## config.mk

```make
export PLATFORM = sky130hd
export DESIGN_NAME = scan_wrap_top
export DESIGN_NICKNAME = d
export VERILOG_FILES = /design/src/rtl/scan_wrap_pkg.sv /design/src/rtl/scan_addr_dec.sv /design/src/rtl/scan_clk_gen.sv /design/src/rtl/scan_out_path.sv /design/src/rtl/scan_wrap_top.sv
export SDC_FILE = /design/constraint.sdc
export NUM_CORES = 1
export LEC_CHECK = 0
export BUFFER_PORTS_ARGS = -buffer_cell sky130_fd_sc_hd__buf_2
export CAP_MARGIN = 10
export CORE_ASPECT_RATIO = 0.9
export CORE_MARGIN = 3
export CORE_UTILIZATION = 40
export DETAILED_ROUTE_END_ITERATION = 10
export PLACE_DENSITY = 0.89
export SYNTH_ARGS = -nofsm -noshare
export SYNTH_HDL_FRONTEND = slang
export SYNTH_HIERARCHICAL = 1
export SYNTH_SLANG_ARGS = --single-unit
```

## constraint.sdc

```tcl
create_clock -name clk -period 1.7 [get_ports clk]
set_input_delay 0.34 -clock clk [delete_from_list [all_inputs] [get_ports clk]]
set_output_delay 0.34 -clock clk [all_outputs]
set_load 0.03 [all_outputs]
```

## src/rtl/scan_wrap_pkg.sv

```systemverilog
package scan_wrap_pkg;
  typedef enum logic [1:0] {
    TGT_CHAIN = 2'd0,
    TGT_PI    = 2'd1,
    TGT_CAP   = 2'd2,
    TGT_POVW  = 2'd3
  } tgt_e;
endpackage

```

## src/rtl/scan_addr_dec.sv

```systemverilog
module scan_addr_dec
  import scan_wrap_pkg::*;
#(
  parameter int ADDR_W = 8
) (
  input  logic              clk,
  input  logic              rst_n,
  input  logic              test_mode,
  input  logic              bus_sel,
  input  logic              bus_write,
  input  logic [ADDR_W-1:0] bus_addr,
  input  logic              ready,
  output logic              dp_valid,
  output tgt_e              dp_tgt
);
  logic dp_valid_nxt;
  tgt_e dp_tgt_nxt;
  logic accept;

  assign accept = test_mode & bus_sel & bus_write;

  always_comb begin
    dp_valid_nxt = dp_valid;
    dp_tgt_nxt   = dp_tgt;
    if (ready) begin
      dp_valid_nxt = accept;
      if (accept) dp_tgt_nxt = tgt_e'(bus_addr[3:2]);
    end
  end

  always_ff @(posedge clk or negedge rst_n) begin
    if (!rst_n) begin
      dp_valid <= 1'b0;
      dp_tgt   <= TGT_CHAIN;
    end else begin
      dp_valid <= dp_valid_nxt;
      dp_tgt   <= dp_tgt_nxt;
    end
  end
endmodule

```

## src/rtl/scan_clk_gen.sv

```systemverilog
module scan_clk_gen
  import scan_wrap_pkg::*;
(
  input  logic clk,
  input  logic rst_n,
  input  logic test_mode,
  input  logic dp_valid,
  input  tgt_e dp_tgt,
  output logic ready,
  output logic act,
  output logic scan_en,
  output logic shift_clk_en,
  output logic cap_pulse
);
  logic gap, gap_nxt;

  assign ready        = ~(test_mode & gap);
  assign act          = test_mode & dp_valid & ~gap;
  assign scan_en      = act & (dp_tgt == TGT_CHAIN);
  assign shift_clk_en = scan_en;
  assign cap_pulse    = act & (dp_tgt == TGT_CAP);

  always_comb begin
    gap_nxt = cap_pulse;
  end

  always_ff @(posedge clk or negedge rst_n) begin
    if (!rst_n) gap <= 1'b0;
    else        gap <= gap_nxt;
  end
endmodule

```

## src/rtl/scan_out_path.sv

```systemverilog
module scan_out_path
  import scan_wrap_pkg::*;
#(
  parameter int DW   = 32,
  parameter int NCH  = 32,
  parameter int PI_W = 16,
  parameter int PO_W = 16
) (
  input  logic            clk,
  input  logic            rst_n,
  input  logic            test_mode,
  input  logic            act,
  input  tgt_e            dp_tgt,
  input  logic [DW-1:0]   bus_wdata,
  input  logic [DW-1:0]   func_rdata,
  input  logic [PI_W-1:0] func_pi,
  input  logic [PO_W-1:0] po_in,
  input  logic [NCH-1:0]  core_so,
  output logic [DW-1:0]   bus_rdata,
  output logic [PI_W-1:0] core_pi,
  output logic [NCH-1:0]  core_si
);
  localparam int SO_PAD = DW - NCH;
  localparam int PO_PAD = DW - PO_W;

  logic [DW-1:0]   out_q, out_nxt;
  logic [PI_W-1:0] pi_q, pi_nxt;
  logic [PO_W-1:0] po_q, po_nxt;
  logic            out_en, pi_en, po_en;
  logic [DW-1:0]   so_ext, po_ext;

  generate
    if (SO_PAD > 0) begin : g_so_pad
      assign so_ext = {{SO_PAD{1'b0}}, core_so};
    end else begin : g_so_full
      assign so_ext = core_so;
    end
    if (PO_PAD > 0) begin : g_po_pad
      assign po_ext = {{PO_PAD{1'b0}}, po_q};
    end else begin : g_po_full
      assign po_ext = po_q;
    end
  endgenerate

  always_comb begin
    out_en  = act & ((dp_tgt == TGT_CHAIN) | (dp_tgt == TGT_POVW));
    pi_en   = act & (dp_tgt == TGT_PI);
    po_en   = act & (dp_tgt == TGT_CAP);
    out_nxt = (dp_tgt == TGT_CHAIN) ? so_ext : po_ext;
    pi_nxt  = bus_wdata[PI_W-1:0];
    po_nxt  = po_in;
  end

  always_ff @(posedge clk or negedge rst_n) begin
    if (!rst_n) begin
      out_q <= '0;
      pi_q  <= '0;
      po_q  <= '0;
    end else begin
      if (out_en) out_q <= out_nxt;
      if (pi_en)  pi_q  <= pi_nxt;
      if (po_en)  po_q  <= po_nxt;
    end
  end

  assign core_si   = bus_wdata[NCH-1:0];
  assign bus_rdata = test_mode ? out_q : func_rdata;
  assign core_pi   = test_mode ? pi_q  : func_pi;
endmodule

```

## src/rtl/scan_wrap_top.sv

```systemverilog
module scan_wrap_top
  import scan_wrap_pkg::*;
#(
  parameter int ADDR_W = 8,
  parameter int DW     = 32,
  parameter int NCH    = 32,
  parameter int PI_W   = 16,
  parameter int PO_W   = 16
) (
  input  logic              clk,
  input  logic              rst_n,
  input  logic              test_mode,
  input  logic              bus_sel,
  input  logic              bus_write,
  input  logic [ADDR_W-1:0] bus_addr,
  input  logic [DW-1:0]     bus_wdata,
  output logic              bus_ready,
  output logic [DW-1:0]     bus_rdata,
  input  logic [DW-1:0]     func_rdata,
  input  logic [PI_W-1:0]   func_pi,
  output logic [PI_W-1:0]   core_pi,
  input  logic [PO_W-1:0]   po_in,
  output logic [NCH-1:0]    core_si,
  input  logic [NCH-1:0]    core_so,
  output logic              scan_en,
  output logic              shift_clk_en,
  output logic              cap_pulse
);
  logic dp_valid, act;
  tgt_e dp_tgt;

  scan_addr_dec #(.ADDR_W(ADDR_W)) u_dec (
    .clk(clk), .rst_n(rst_n), .test_mode(test_mode),
    .bus_sel(bus_sel), .bus_write(bus_write), .bus_addr(bus_addr),
    .ready(bus_ready), .dp_valid(dp_valid), .dp_tgt(dp_tgt)
  );

  scan_clk_gen u_ckg (
    .clk(clk), .rst_n(rst_n), .test_mode(test_mode),
    .dp_valid(dp_valid), .dp_tgt(dp_tgt), .ready(bus_ready), .act(act),
    .scan_en(scan_en), .shift_clk_en(shift_clk_en), .cap_pulse(cap_pulse)
  );

  scan_out_path #(.DW(DW), .NCH(NCH), .PI_W(PI_W), .PO_W(PO_W)) u_out (
    .clk(clk), .rst_n(rst_n), .test_mode(test_mode), .act(act),
    .dp_tgt(dp_tgt), .bus_wdata(bus_wdata), .func_rdata(func_rdata),
    .func_pi(func_pi), .po_in(po_in), .core_so(core_so),
    .bus_rdata(bus_rdata), .core_pi(core_pi), .core_si(core_si)
  );
endmodule

```

==> summary.md <==
| Metric | Value |
|---|---|
| Nets | `600` |
| Worst r2r path cells | `5` |
| Worst-path fanout max | `3` |
| Startpoint types | `flop` |
| # H-tree levels | `3` |
| Critical path required time | `1360 ps` |
| Number of global-route vias before repair | `3019` |
| Initial DRC Count | `67` |
| Largest net degree at the start of global routing | `69` |
| Relative max-transition margin | `72.5%` |
| Rows | `33` |
| Die height | `98.9 microns` |
| Vias after detailed routing | `2724` |
| Register area | `1700 sq um` |
| Maximum vdd drop | `576 uV` |
| Core Util, Final | `53.4%` |
| Slew Limit Fails | `0` |
| P_leak | `0.00255 uW` |
| Global Route Usage Sum | `16.4%` |
| Hold Fails Final Rpt | `0` |
| Worst min path class | `in -> async` |
| Fmax | `599 MHz` |
| Synthesized area | `3840 sq um` |
| CTS Buf Count | `9` |
| Post-route non-filler standard cell count | `582` |
| Layout cell share with drive strength beyond 1 | `71.5%` |
| Post-Syn Nets | `440` |
| Layout Skew | `11.7 ps` |
| Maxcap violations | `0` |
| Core area | `9250 sq um` |
| CTS sink cnt | `68` |
| Drt pass-1 iters | `6` |
| Grt total ovfl | `0` |
| ANT cells | `0` |
| Actual slew at the worst max-slew pin | `410 ps` |
| Period utilisation layout | `98.2%` |
| Ys Warns | `6` |
| Clock Path Buffers | `2` |
| Endpoints failing setup | `0` |
| Worst setup margin | `31.1 ps` |
| Worst reg2reg startpoint | `u_dec/dp_tgt[0]` |
| Layout fillers | `816` |
| Clk Tree Root Cell | `clkbuf_8` |
| Placed insts | `566` |
| Status | `complete, no violations` |
| Sequential cell area fraction in the yosys report | `44.3%` |
| Antenna-violating nets left | `0` |
| Syn_area_per_cell | `13.0 sq um` |
| Crit path arrival time | `1330 ps` |
| First-pass GRT wire length | `13.9 mm` |
| DP Wirelength | `6.75 mm` |
| Clk pin slew, worst setup/hold paths | `80 ps` |
| DR DRC count | `0` |
| Chip width | `109 microns` |
| Routed wire length per instance | `15.2 microns` |
| Clk Latency, worst-skew pair | `330 ps` |
| Post-route minimum period | `1670 ps` |
| R2r setup slk | `50 ps` |
| Full die area | `10800 sq um` |
| RSZ-0062 raised after global routing | `true` |
| R2R Path End | `u_out/out_q[3]` |
| Final WL | `8.83 mm` |
| Starting Density | `41.5%` |
| Post-DR vias/cell | `4.68` |
| TritonCTS clock tree | `built` |
| Multi-input gate area | `1730 sq um` |
| Cts hold-fix bufs | `0` |
| GPL Wtd Cong | `0.686` |
| FF+latch count, synth | `68` |
| Syn-to-layout area delta | `28.7%` |
| Critical path class | `reg -> out` |
| I/O Buffers | `186` |
| Initial antenna violation count | `0` |
| Pwr/cell area | `1300 nW/um^2` |
| Cell variety after synth | `20` |
| I/O Pins | `225` |
| Cell count after synthesis | `295` |
| Worst setup EP type | `output pin` |
| Pre-CTS setup slack | `53.5 ps` |
[synth_stat cells, drive strengths merged]
library cell,n,share of area (%)
buf,46,9.2
nand4,1,0.33
mux2,114,35
nand2,20,2.2
nor2,1,0.098
ha,4,1.3
dfrtp,68,44
clkbuf,2,0.20
nor2b,1,0.16
o21ai,1,0.13
inv,19,1.9
nor4b,1,0.39
nor4,1,0.33
mux2i,16,4.2
[cell usage in the layout, fill, tap and decap left out, drive strengths merged]
cell,instances
nor2b,1
nor4b,1
nor2,1
o21ai,1
mux2i,16
clkinv,4
inv,20
clkbuf,11
nor4,1
buf,197
dfrtp,68
ha,4
mux2,114
nand2,20
nand4,1
[final cells by class]
type | instances | share of cell area [%]
inverter | 19 | 1.44
clock inverter | 5 | 0.735
timing repair buffer | 197 | 22.3
multi-input combinational | 160 | 35.1
tap | 122 | 3.09
sequential | 68 | 34.5
clock buffer | 11 | 2.86
[power breakdown]
group	internal (uW)	total, uW	leakage [uW]	switching (uW)
clock	575	1200	0.0000937	625
combinational	1280	2650	0.00159	1370
sequential	2250	2590	0.000866	336
total	4110	6440	0.00255	2330
[cell families after synthesis]
kind of cell	count (synthesis)	share of synthesized area [%]
AO/OA/AOI/OAI	1	0.130
adder cells (fa/ha/maj)	4	1.30
buffers and inverters	67	11.2
flip-flops	68	44.3
multiplexers	130	39.6
AND/OR/NAND/NOR	25	3.45
[flip-flops by register name (all words and copies together) (netlist names)]
name,flops
u_dec/dp_tgt,2
u_ckg/gap,1
u_out/pi_q,16
u_dec/dp_valid,1
u_out/out_q,32
u_out/po_q,16
[through the flow]
| stage | setup TNS [ps] | hold WS (ps) | power, uW | cell area [sq um] |
|---|---|---|---|---|
| floorplan | 0 | 44.4 | 4580 | 3850 |
| global placement | 0 | 387 | 5140 | 4740 |
| detailed placement | 0 | 393 | 5270 | 4740 |
| CTS | 0 | 29.6 | 6520 | 4930 |
| global route | -187 | 31.0 | 6850 | 4940 |
| finish | 0 | 6.22 | 6440 | 4940 |
[how the worst max path moves through the flow]
stage                     slack (ps)            start              to
final                             30   u_dec/dp_valid         scan_en
after global routing             -50  u_dec/dp_tgt[0]       cap_pulse
after CTS                        0.9   u_dec/dp_valid         scan_en
after detailed placement          50        test_mode  u_out/pi_q[10]
after global placement            90        test_mode  u_out/out_q[0]
after floorplan                   40  u_dec/dp_tgt[0]  u_out/out_q[2]
[metal layers]
| layer | vias up | wire, microns | track usage, % |
|---|---|---|---|
| li1 | 1292 | - | - |
| met1 | 1292 | 3260 | 17.6 |
| met2 | 114 | 4710 | 30.9 |
| met3 | 26 | 695 | 4.65 |
| met4 | 0 | 166 | 4.89 |
| met5 | - | 0 | 0 |
[critical path: stages (launching register included)]
cell,delay (ps)
dfrtp_1,370
nand2_2,110
nor4_4,300
buf_4,210
[repair_timing]
item	4_1_cts	5_1_grt
gates resized for setup	6	1
gates cloned	0	0
buffers inserted	0	1
pin swaps	2	0
endpoints found under the hold margin	0	0
endpoints found under the setup margin	3	9
No activity file was read; power rests on OpenSTA's default activity.
